==> src/rtl/prefix_pair_pkg.sv <==
package prefix_pair_pkg;
  localparam logic [5:0] PFX_OPCODE = 6'd1;
  localparam int unsigned WORD_W = 32;
  localparam int unsigned PFX_KEEP_W = 26;
  localparam int unsigned PFX_DISP_W = 18;
  localparam int unsigned SFX_DISP_W = 16;
  localparam int unsigned JOIN_W = PFX_DISP_W + SFX_DISP_W;

  typedef enum logic [1:0] {
    KIND_WIDE_LS  = 2'd0,
    KIND_RESERVED = 2'd1,
    KIND_MOD_LS   = 2'd2,
    KIND_MISC     = 2'd3
  } pfx_kind_e;

  function automatic logic word_is_prefix(input logic [WORD_W-1:0] w);
    return w[31:26] == PFX_OPCODE;
  endfunction
endpackage

==> src/rtl/prefix_hold.sv <==
module prefix_hold #(
  parameter int unsigned KEEP_W = 26,
  parameter int unsigned SAVE_W = 4
) (
  input  logic              clk,
  input  logic              rst_n,
  input  logic              clear,
  input  logic              capture,
  input  logic              consume,
  input  logic [KEEP_W-1:0] word_in,
  input  logic [SAVE_W-1:0] addr_in,
  output logic              held,
  output logic [KEEP_W-1:0] word_q,
  output logic [SAVE_W-1:0] addr_q
);
  always_ff @(posedge clk) begin
    if (!rst_n) begin
      held   <= 1'b0;
      word_q <= '0;
      addr_q <= '0;
    end else if (clear) begin
      held <= 1'b0;
    end else if (capture) begin
      held   <= 1'b1;
      word_q <= word_in;
      addr_q <= addr_in;
    end else if (consume) begin
      held <= 1'b0;
    end
  end

  assert_capture_sets_R1: assert property (@(posedge clk) disable iff (!rst_n)
    (capture && !clear) |=> held);
  assert_clear_drops_R10: assert property (@(posedge clk) disable iff (!rst_n)
    clear |=> !held);
endmodule

==> src/rtl/pair_legality.sv <==
module pair_legality
  import prefix_pair_pkg::*;
(
  input  logic [PFX_KEEP_W-1:0] pfx_word,
  input  logic [5:0]            sfx_opcode,
  output logic                  legal,
  output logic                  rel_allowed
);
  pfx_kind_e kind;
  logic      ls_rsvd_clear;
  logic      wide_op_ok;
  logic      mod_op_ok;

  always_comb begin
    kind          = pfx_kind_e'(pfx_word[25:24]);
    ls_rsvd_clear = (pfx_word[23:21] == 3'd0) && (pfx_word[19:18] == 2'd0);
    wide_op_ok    = sfx_opcode inside {6'd41, 6'd57, 6'd61};
    mod_op_ok     = sfx_opcode inside {6'd14, 6'd32, 6'd34, 6'd36, 6'd38, 6'd40,
                                       6'd42, 6'd44, 6'd48, 6'd50, 6'd52, 6'd54};
    rel_allowed   = (kind == KIND_WIDE_LS) || (kind == KIND_MOD_LS);
    unique case (kind)
      KIND_WIDE_LS:  legal = ls_rsvd_clear && wide_op_ok;
      KIND_MOD_LS:   legal = ls_rsvd_clear && mod_op_ok;
      KIND_MISC:     legal = (pfx_word[23:20] == 4'd0);
      default:       legal = 1'b0;
    endcase
    if (sfx_opcode == PFX_OPCODE) legal = 1'b0;
  end
endmodule

==> src/rtl/imm_join.sv <==
module imm_join
  import prefix_pair_pkg::*;
#(
  parameter int unsigned IMM_W = 64
) (
  input  logic                  paired,
  input  logic [PFX_DISP_W-1:0] hi_disp,
  input  logic [SFX_DISP_W-1:0] lo_disp,
  output logic [IMM_W-1:0]      imm
);
  localparam int unsigned LONG_PAD  = IMM_W - JOIN_W;
  localparam int unsigned SHORT_PAD = IMM_W - SFX_DISP_W;

  logic [JOIN_W-1:0] joined;

  always_comb begin
    joined = {hi_disp, lo_disp};
    if (paired) imm = {{LONG_PAD{joined[JOIN_W-1]}}, joined};
    else        imm = {{SHORT_PAD{lo_disp[SFX_DISP_W-1]}}, lo_disp};
  end
endmodule

==> src/rtl/prefix_pair_decoder.sv <==
module prefix_pair_decoder
  import prefix_pair_pkg::*;
#(
  parameter int unsigned CODE_W   = 9,
  parameter int unsigned ADDR_W   = 64,
  parameter int unsigned IMM_W    = 64,
  parameter int unsigned SPAN_B   = 64
) (
  input  logic              clk,
  input  logic              rst_n,
  input  logic              flush,
  input  logic              in_valid,
  output logic              in_ready,
  input  logic [31:0]       in_word,
  input  logic [ADDR_W-1:0] in_addr,
  input  logic [CODE_W-1:0] in_code,
  output logic              out_valid,
  input  logic              out_ready,
  output logic [CODE_W-1:0] out_code,
  output logic [ADDR_W-1:0] out_addr,
  output logic              out_prefixed,
  output logic              out_legal,
  output logic [IMM_W-1:0]  out_imm,
  output logic              out_pcrel
);
  localparam int unsigned SAVE_LO = 2;
  localparam int unsigned SAVE_HI = $clog2(SPAN_B) - 1;
  localparam int unsigned SAVE_W  = SAVE_HI - SAVE_LO + 1;

  logic                  accept, take_pfx, emit, is_pfx;
  logic                  held;
  logic [PFX_KEEP_W-1:0] pfx_q;
  logic [SAVE_W-1:0]     pfx_addr_q;
  logic                  pair_legal, rel_ok;
  logic [IMM_W-1:0]      imm_next;
  logic [ADDR_W-1:0]     addr_next;
  logic [CODE_W-1:0]     code_next;

  assign in_ready = !out_valid || out_ready;
  assign is_pfx   = word_is_prefix(in_word);
  assign accept   = in_valid && in_ready && !flush;
  assign take_pfx = accept && is_pfx && !held;
  assign emit     = accept && !take_pfx;

  prefix_hold #(.KEEP_W(PFX_KEEP_W), .SAVE_W(SAVE_W)) u_hold (
    .clk     (clk),
    .rst_n   (rst_n),
    .clear   (flush),
    .capture (take_pfx),
    .consume (emit),
    .word_in (in_word[PFX_KEEP_W-1:0]),
    .addr_in (in_addr[SAVE_HI:SAVE_LO]),
    .held    (held),
    .word_q  (pfx_q),
    .addr_q  (pfx_addr_q)
  );

  pair_legality u_legal (
    .pfx_word    (pfx_q),
    .sfx_opcode  (in_word[31:26]),
    .legal       (pair_legal),
    .rel_allowed (rel_ok)
  );

  imm_join #(.IMM_W(IMM_W)) u_imm (
    .paired  (held),
    .hi_disp (pfx_q[PFX_DISP_W-1:0]),
    .lo_disp (in_word[SFX_DISP_W-1:0]),
    .imm     (imm_next)
  );

  always_comb begin
    addr_next = in_addr;
    code_next = in_code;
    if (held) begin
      addr_next[SAVE_HI:SAVE_LO] = pfx_addr_q;
      code_next[0]               = 1'b1;
    end
  end

  always_ff @(posedge clk) begin
    if (!rst_n) begin
      out_valid    <= 1'b0;
      out_code     <= '0;
      out_addr     <= '0;
      out_prefixed <= 1'b0;
      out_legal    <= 1'b0;
      out_imm      <= '0;
      out_pcrel    <= 1'b0;
    end else if (flush) begin
      out_valid <= 1'b0;
    end else if (emit) begin
      out_valid    <= 1'b1;
      out_code     <= code_next;
      out_addr     <= addr_next;
      out_prefixed <= held;
      out_legal    <= held ? pair_legal : 1'b1;
      out_imm      <= imm_next;
      out_pcrel    <= held && rel_ok && pfx_q[20];
    end else if (take_pfx || out_ready) begin
      out_valid <= 1'b0;
    end
  end

  assert_prefix_silent_R1: assert property (@(posedge clk) disable iff (!rst_n)
    (in_valid && in_ready && !flush && is_pfx && !held) |=> !out_valid);
  assert_pair_code_odd_R2: assert property (@(posedge clk) disable iff (!rst_n)
    (out_valid && out_prefixed) |-> out_code[0]);
  assert_pcrel_needs_pair_R6: assert property (@(posedge clk) disable iff (!rst_n)
    (out_valid && out_pcrel) |-> out_prefixed);
  assert_flush_empties_R10: assert property (@(posedge clk) disable iff (!rst_n)
    flush |=> !out_valid);
  assert_stall_holds_R11: assert property (@(posedge clk) disable iff (!rst_n)
    (out_valid && !out_ready && !flush) |=>
      (out_valid && $stable(out_code) && $stable(out_addr) && $stable(out_imm)
       && $stable(out_legal) && $stable(out_pcrel) && $stable(out_prefixed)));
  assert_single_legal_R3: assert property (@(posedge clk) disable iff (!rst_n)
    (out_valid && !out_prefixed) |-> (out_legal && !out_pcrel));
endmodule

==> config.mk <==
export PLATFORM = sky130hd
export DESIGN_NAME = prefix_pair_decoder
export DESIGN_NICKNAME = d
export VERILOG_FILES = /design/src/rtl/prefix_pair_pkg.sv /design/src/rtl/prefix_hold.sv /design/src/rtl/pair_legality.sv /design/src/rtl/imm_join.sv /design/src/rtl/prefix_pair_decoder.sv
export SDC_FILE = /design/constraint.sdc
export NUM_CORES = 1
export LEC_CHECK = 0
export ABC_AREA = 1
export CORE_MARGIN = 2
export CORE_UTILIZATION = 53
export CTS_BUF_LIST = sky130_fd_sc_hd__clkbuf_8 sky130_fd_sc_hd__clkbuf_16
export DETAILED_ROUTE_END_ITERATION = 8
export DONT_BUFFER_PORTS = 1
export PLACE_DENSITY = 0.64
export RECOVER_POWER = 50
export SYNTH_ARGS = -nofsm -noshare
export SYNTH_HDL_FRONTEND = slang
export SYNTH_SLANG_ARGS = --single-unit
==> constraint.sdc <==
create_clock -name clk -period 3.1 [get_ports clk]
set_clock_uncertainty 0.15 [all_clocks]
set_input_delay 0.62 -clock clk [delete_from_list [all_inputs] [get_ports clk]]
set_output_delay 0.62 -clock clk [all_outputs]
set_load 0.03 [all_outputs]
==> run_results.csv <==
group,metric,value,unit
outcome,status,"finished clean",
min_path,hold_depth,2,
critical_path,timing.rr.start,"out_valid",
critical_path,rrSetupSlack,0.49,ns
synthesis,synthCells,718,
timing,setup_violations,0,
cells_and_area,area_delta_synth_final,7.687,%
min_path,hold_class,"in2reg",
die,die_x,107.7,µm
route,via_per_inst,5.324,
clock_network,holdBufCountCts,0,
timing,hold_viol,0,
cells_and_area,fill_cells,956,
placement,dp_hpwl,8.510,mm
die,io_pins,252,
min_path,hold_start,"rst_n",
critical_path,cp.arrival,2.90,ns
critical_path,cp_top_family,"simple AND/OR/NAND/NOR gates",
power,cellPowerDensity,737.5,nW/µm²
timing,max_slew_margin,0.2879,
critical_path,critPathMaxFanout,33,
power,power,4.525,mW
synthesis,synth_fp_nets,828,
power,seq_power_share,0.458,
route,drt-initial-drc-count,261,
synthesis,yosys_warnings,0,
critical_path,worstPathCellList,"inv_1 -> nor2_1 -> nor3_4 -> nand3_1 -> nand2_4 -> inv_2 -> clkbuf_2 -> nand2_1 -> a21oi_2",
placement,gp_congestion,0.7431,
cells_and_area,num_antenna_cells,0,
timing,final_period_minus_worst_setup_slack,2.608,ns
synthesis,seq_area_frac_synth,0.4990,
synthesis,avgSynthCellArea,7.934,µm²
clock_network,cts_htree_levels,4,
timing,max_freq,383.5,MHz
cells_and_area,multiInputGateArea,2198,µm²
power,clkPwrFrac,0.482,
timing,tightest_slew,1.068,ns
clock_network,post_cts_buffers,0,
critical_path,slowest_stage,"clkbuf_2",
route,drt-pass1-iter-count,5,
placement,post-place-ws,0.5925,ns
clock_network,clock-sinks,142,
critical_path,timing.rr.end,"out_addr[44]",
synthesis,ys_ff_latch,142,
critical_path,crit_buf_inv,3,
timing,setup_ws,0.4922,ns
run,maxCapViolations,0,
power,combPwrFrac,0.060,
clock_network,cts_tree,"yes",
timing,fin_setup_tns,0,ns
power,switching_share,0.2447,
cells_and_area,final_cell_mix,"nand2_1, dfxtp_1, a21oi_1, o21ai_0, inv_1",
power,p_int,3.417,mW
timing,finalMaxSlewViolations,0,
global_routing,grt_pass1_wl,20.07,mm
route,via_count,4360,
global_routing,track_usage,0.2227,
die,initial_core_util,0.5493,
global_routing,grt_max_degree,90,
synthesis,yosysUniqueCellTypes,24,
die,fp-row-count,37,
route,wire_per_inst,15.92,µm
critical_path,critPathMaxStageDelay,0.56,ns
global_routing,antenna_found_initial,0,
timing,rsz0062_at_grt,"no",
critical_path,end_kind,"flop",
route,drtAntennaViolNets,0,
global_routing,gr-total-overflow,0,
cells_and_area,drive_gt1_frac,0.1552,
placement,portBuffers,0,
clock_network,cts_buffers,17,
power,peakVddDrop,0.3205,mV
power,p_leak,2.209,nW
clock_network,ctsResizeCount,0,
clock_network,insertion_delay,0.51,ns
synthesis,syn-cell-area,5697,µm²
critical_path,critPathLaunchType,"flop",
critical_path,worstPathRequired,3.40,ns
min_path,min_to,"out_legal",
die,coreArea,10370,µm²
cells_and_area,mostFrequentLayoutCell,"nand2_1",
die,chipHeight,107.7,µm
power,power.switching,1.107,mW
critical_path,rr_worst_depth,9,
route,finalWirelength,13.04,mm
die,fp.dieArea,11590,µm²
critical_path,path_class,"reg2reg",
timing,period_share,0.8412,
clock_network,root_buffer,"clkbuf_8",
clock_network,clockBufferDepth,2,
global_routing,first_global_vias,4006,
cells_and_area,regArea,2843,µm²
cells_and_area,final_nets,780,
route,drc,0,
clock_network,clk_pin_slew,0.06,ns
==> registers in the layout, indices dropped and copies added (netlist names) <==
name / count
u_hold.held: 1
out_prefixed: 1
out_code: 9
u_hold.word_q: 26
out_valid: 1
out_legal: 1
out_pcrel: 1
out_imm: 34
out_addr: 64
u_hold.addr_q: 4
==> stage by stage <==
step                      instances  utilization  cell area, µm²  hold WS [ns]
after global placement          786       0.5310            5507        0.2813
after CTS                       818       0.5933            6152      0.001493
after global routing            819       0.5916            6135       0.06132
after detailed placement        786       0.5310            5507        0.2881
final                           819       0.5916            6135       0.09102
after floorplan                 718            -            5697        0.2737
==> worst max path at each step <==
stage,start,slack [ns],to,cells after the start
CTS,out_imm[62],0.58,out_imm[37],1
global route,out_valid,0.26,out_addr[44],9
floorplan,out_imm[62],1.07,out_imm[34],1
global placement,in_valid,0.68,out_valid,8
detailed placement,out_ready,0.59,out_imm[1],8
finish,out_valid,0.49,out_addr[44],9
==> layer usage <==
metal	up-vias	track usage	wire length (µm)
met5	-	0	0
met4	0	0.06960	149
met3	9	0.09806	1175
met2	164	0.3702	6368
met1	2001	0.2578	5343
li1	2186	-	-
==> cells in the mapped netlist (all sizes together) <==
library cell	count	area share
nand2	223	0.16
dfxtp	142	0.50
a21oi	141	0.14
o21ai	52	0.046
buf	49	0.067
inv	44	0.029
clkbuf	30	0.020
nand3	21	0.019
nor2	8	0.0053
nor3	3	0.0055
a211oi	1	0.0013
clkinv	1	0.00066
nor4	1	0.0011
o211ai	1	0.0013
or2	1	0.0011
==> power groups by stage <==
| stage | logic [mW] | registers, mW | clock network, mW |
|---|---|---|---|
| 2_1_floorplan | 0.262 | 2.10 | 0 |
| 6_report | 0.269 | 2.07 | 2.18 |
| 3_5_place_dp | 0.272 | 2.11 | 0 |
| 4_1_cts | 0.273 | 2.07 | 2.23 |
| 5_1_grt | 0.302 | 2.08 | 2.31 |
| 3_3_place_gp | 0.263 | 2.11 | 0 |
==> area by class of cell <==
class,count,share of cell area
Inverter,45,0.02794
Multi-Input combinational cell,452,0.3584
Timing Repair Buffer,12,0.01734
Sequential cell,142,0.4634
Clock inverter,12,0.03100
Clock buffer,20,0.07424
Tap cell,136,0.02774
==> cells by family after synthesis <==
group                  count (synthesis)  synth area share
DFF                                  142            0.4990
AOI/OAI and AO/OA                    195            0.1920
and+or+nand+nor                      257            0.1928
buffers and inverters                124            0.1162
Power figures use the tool's default switching activity.
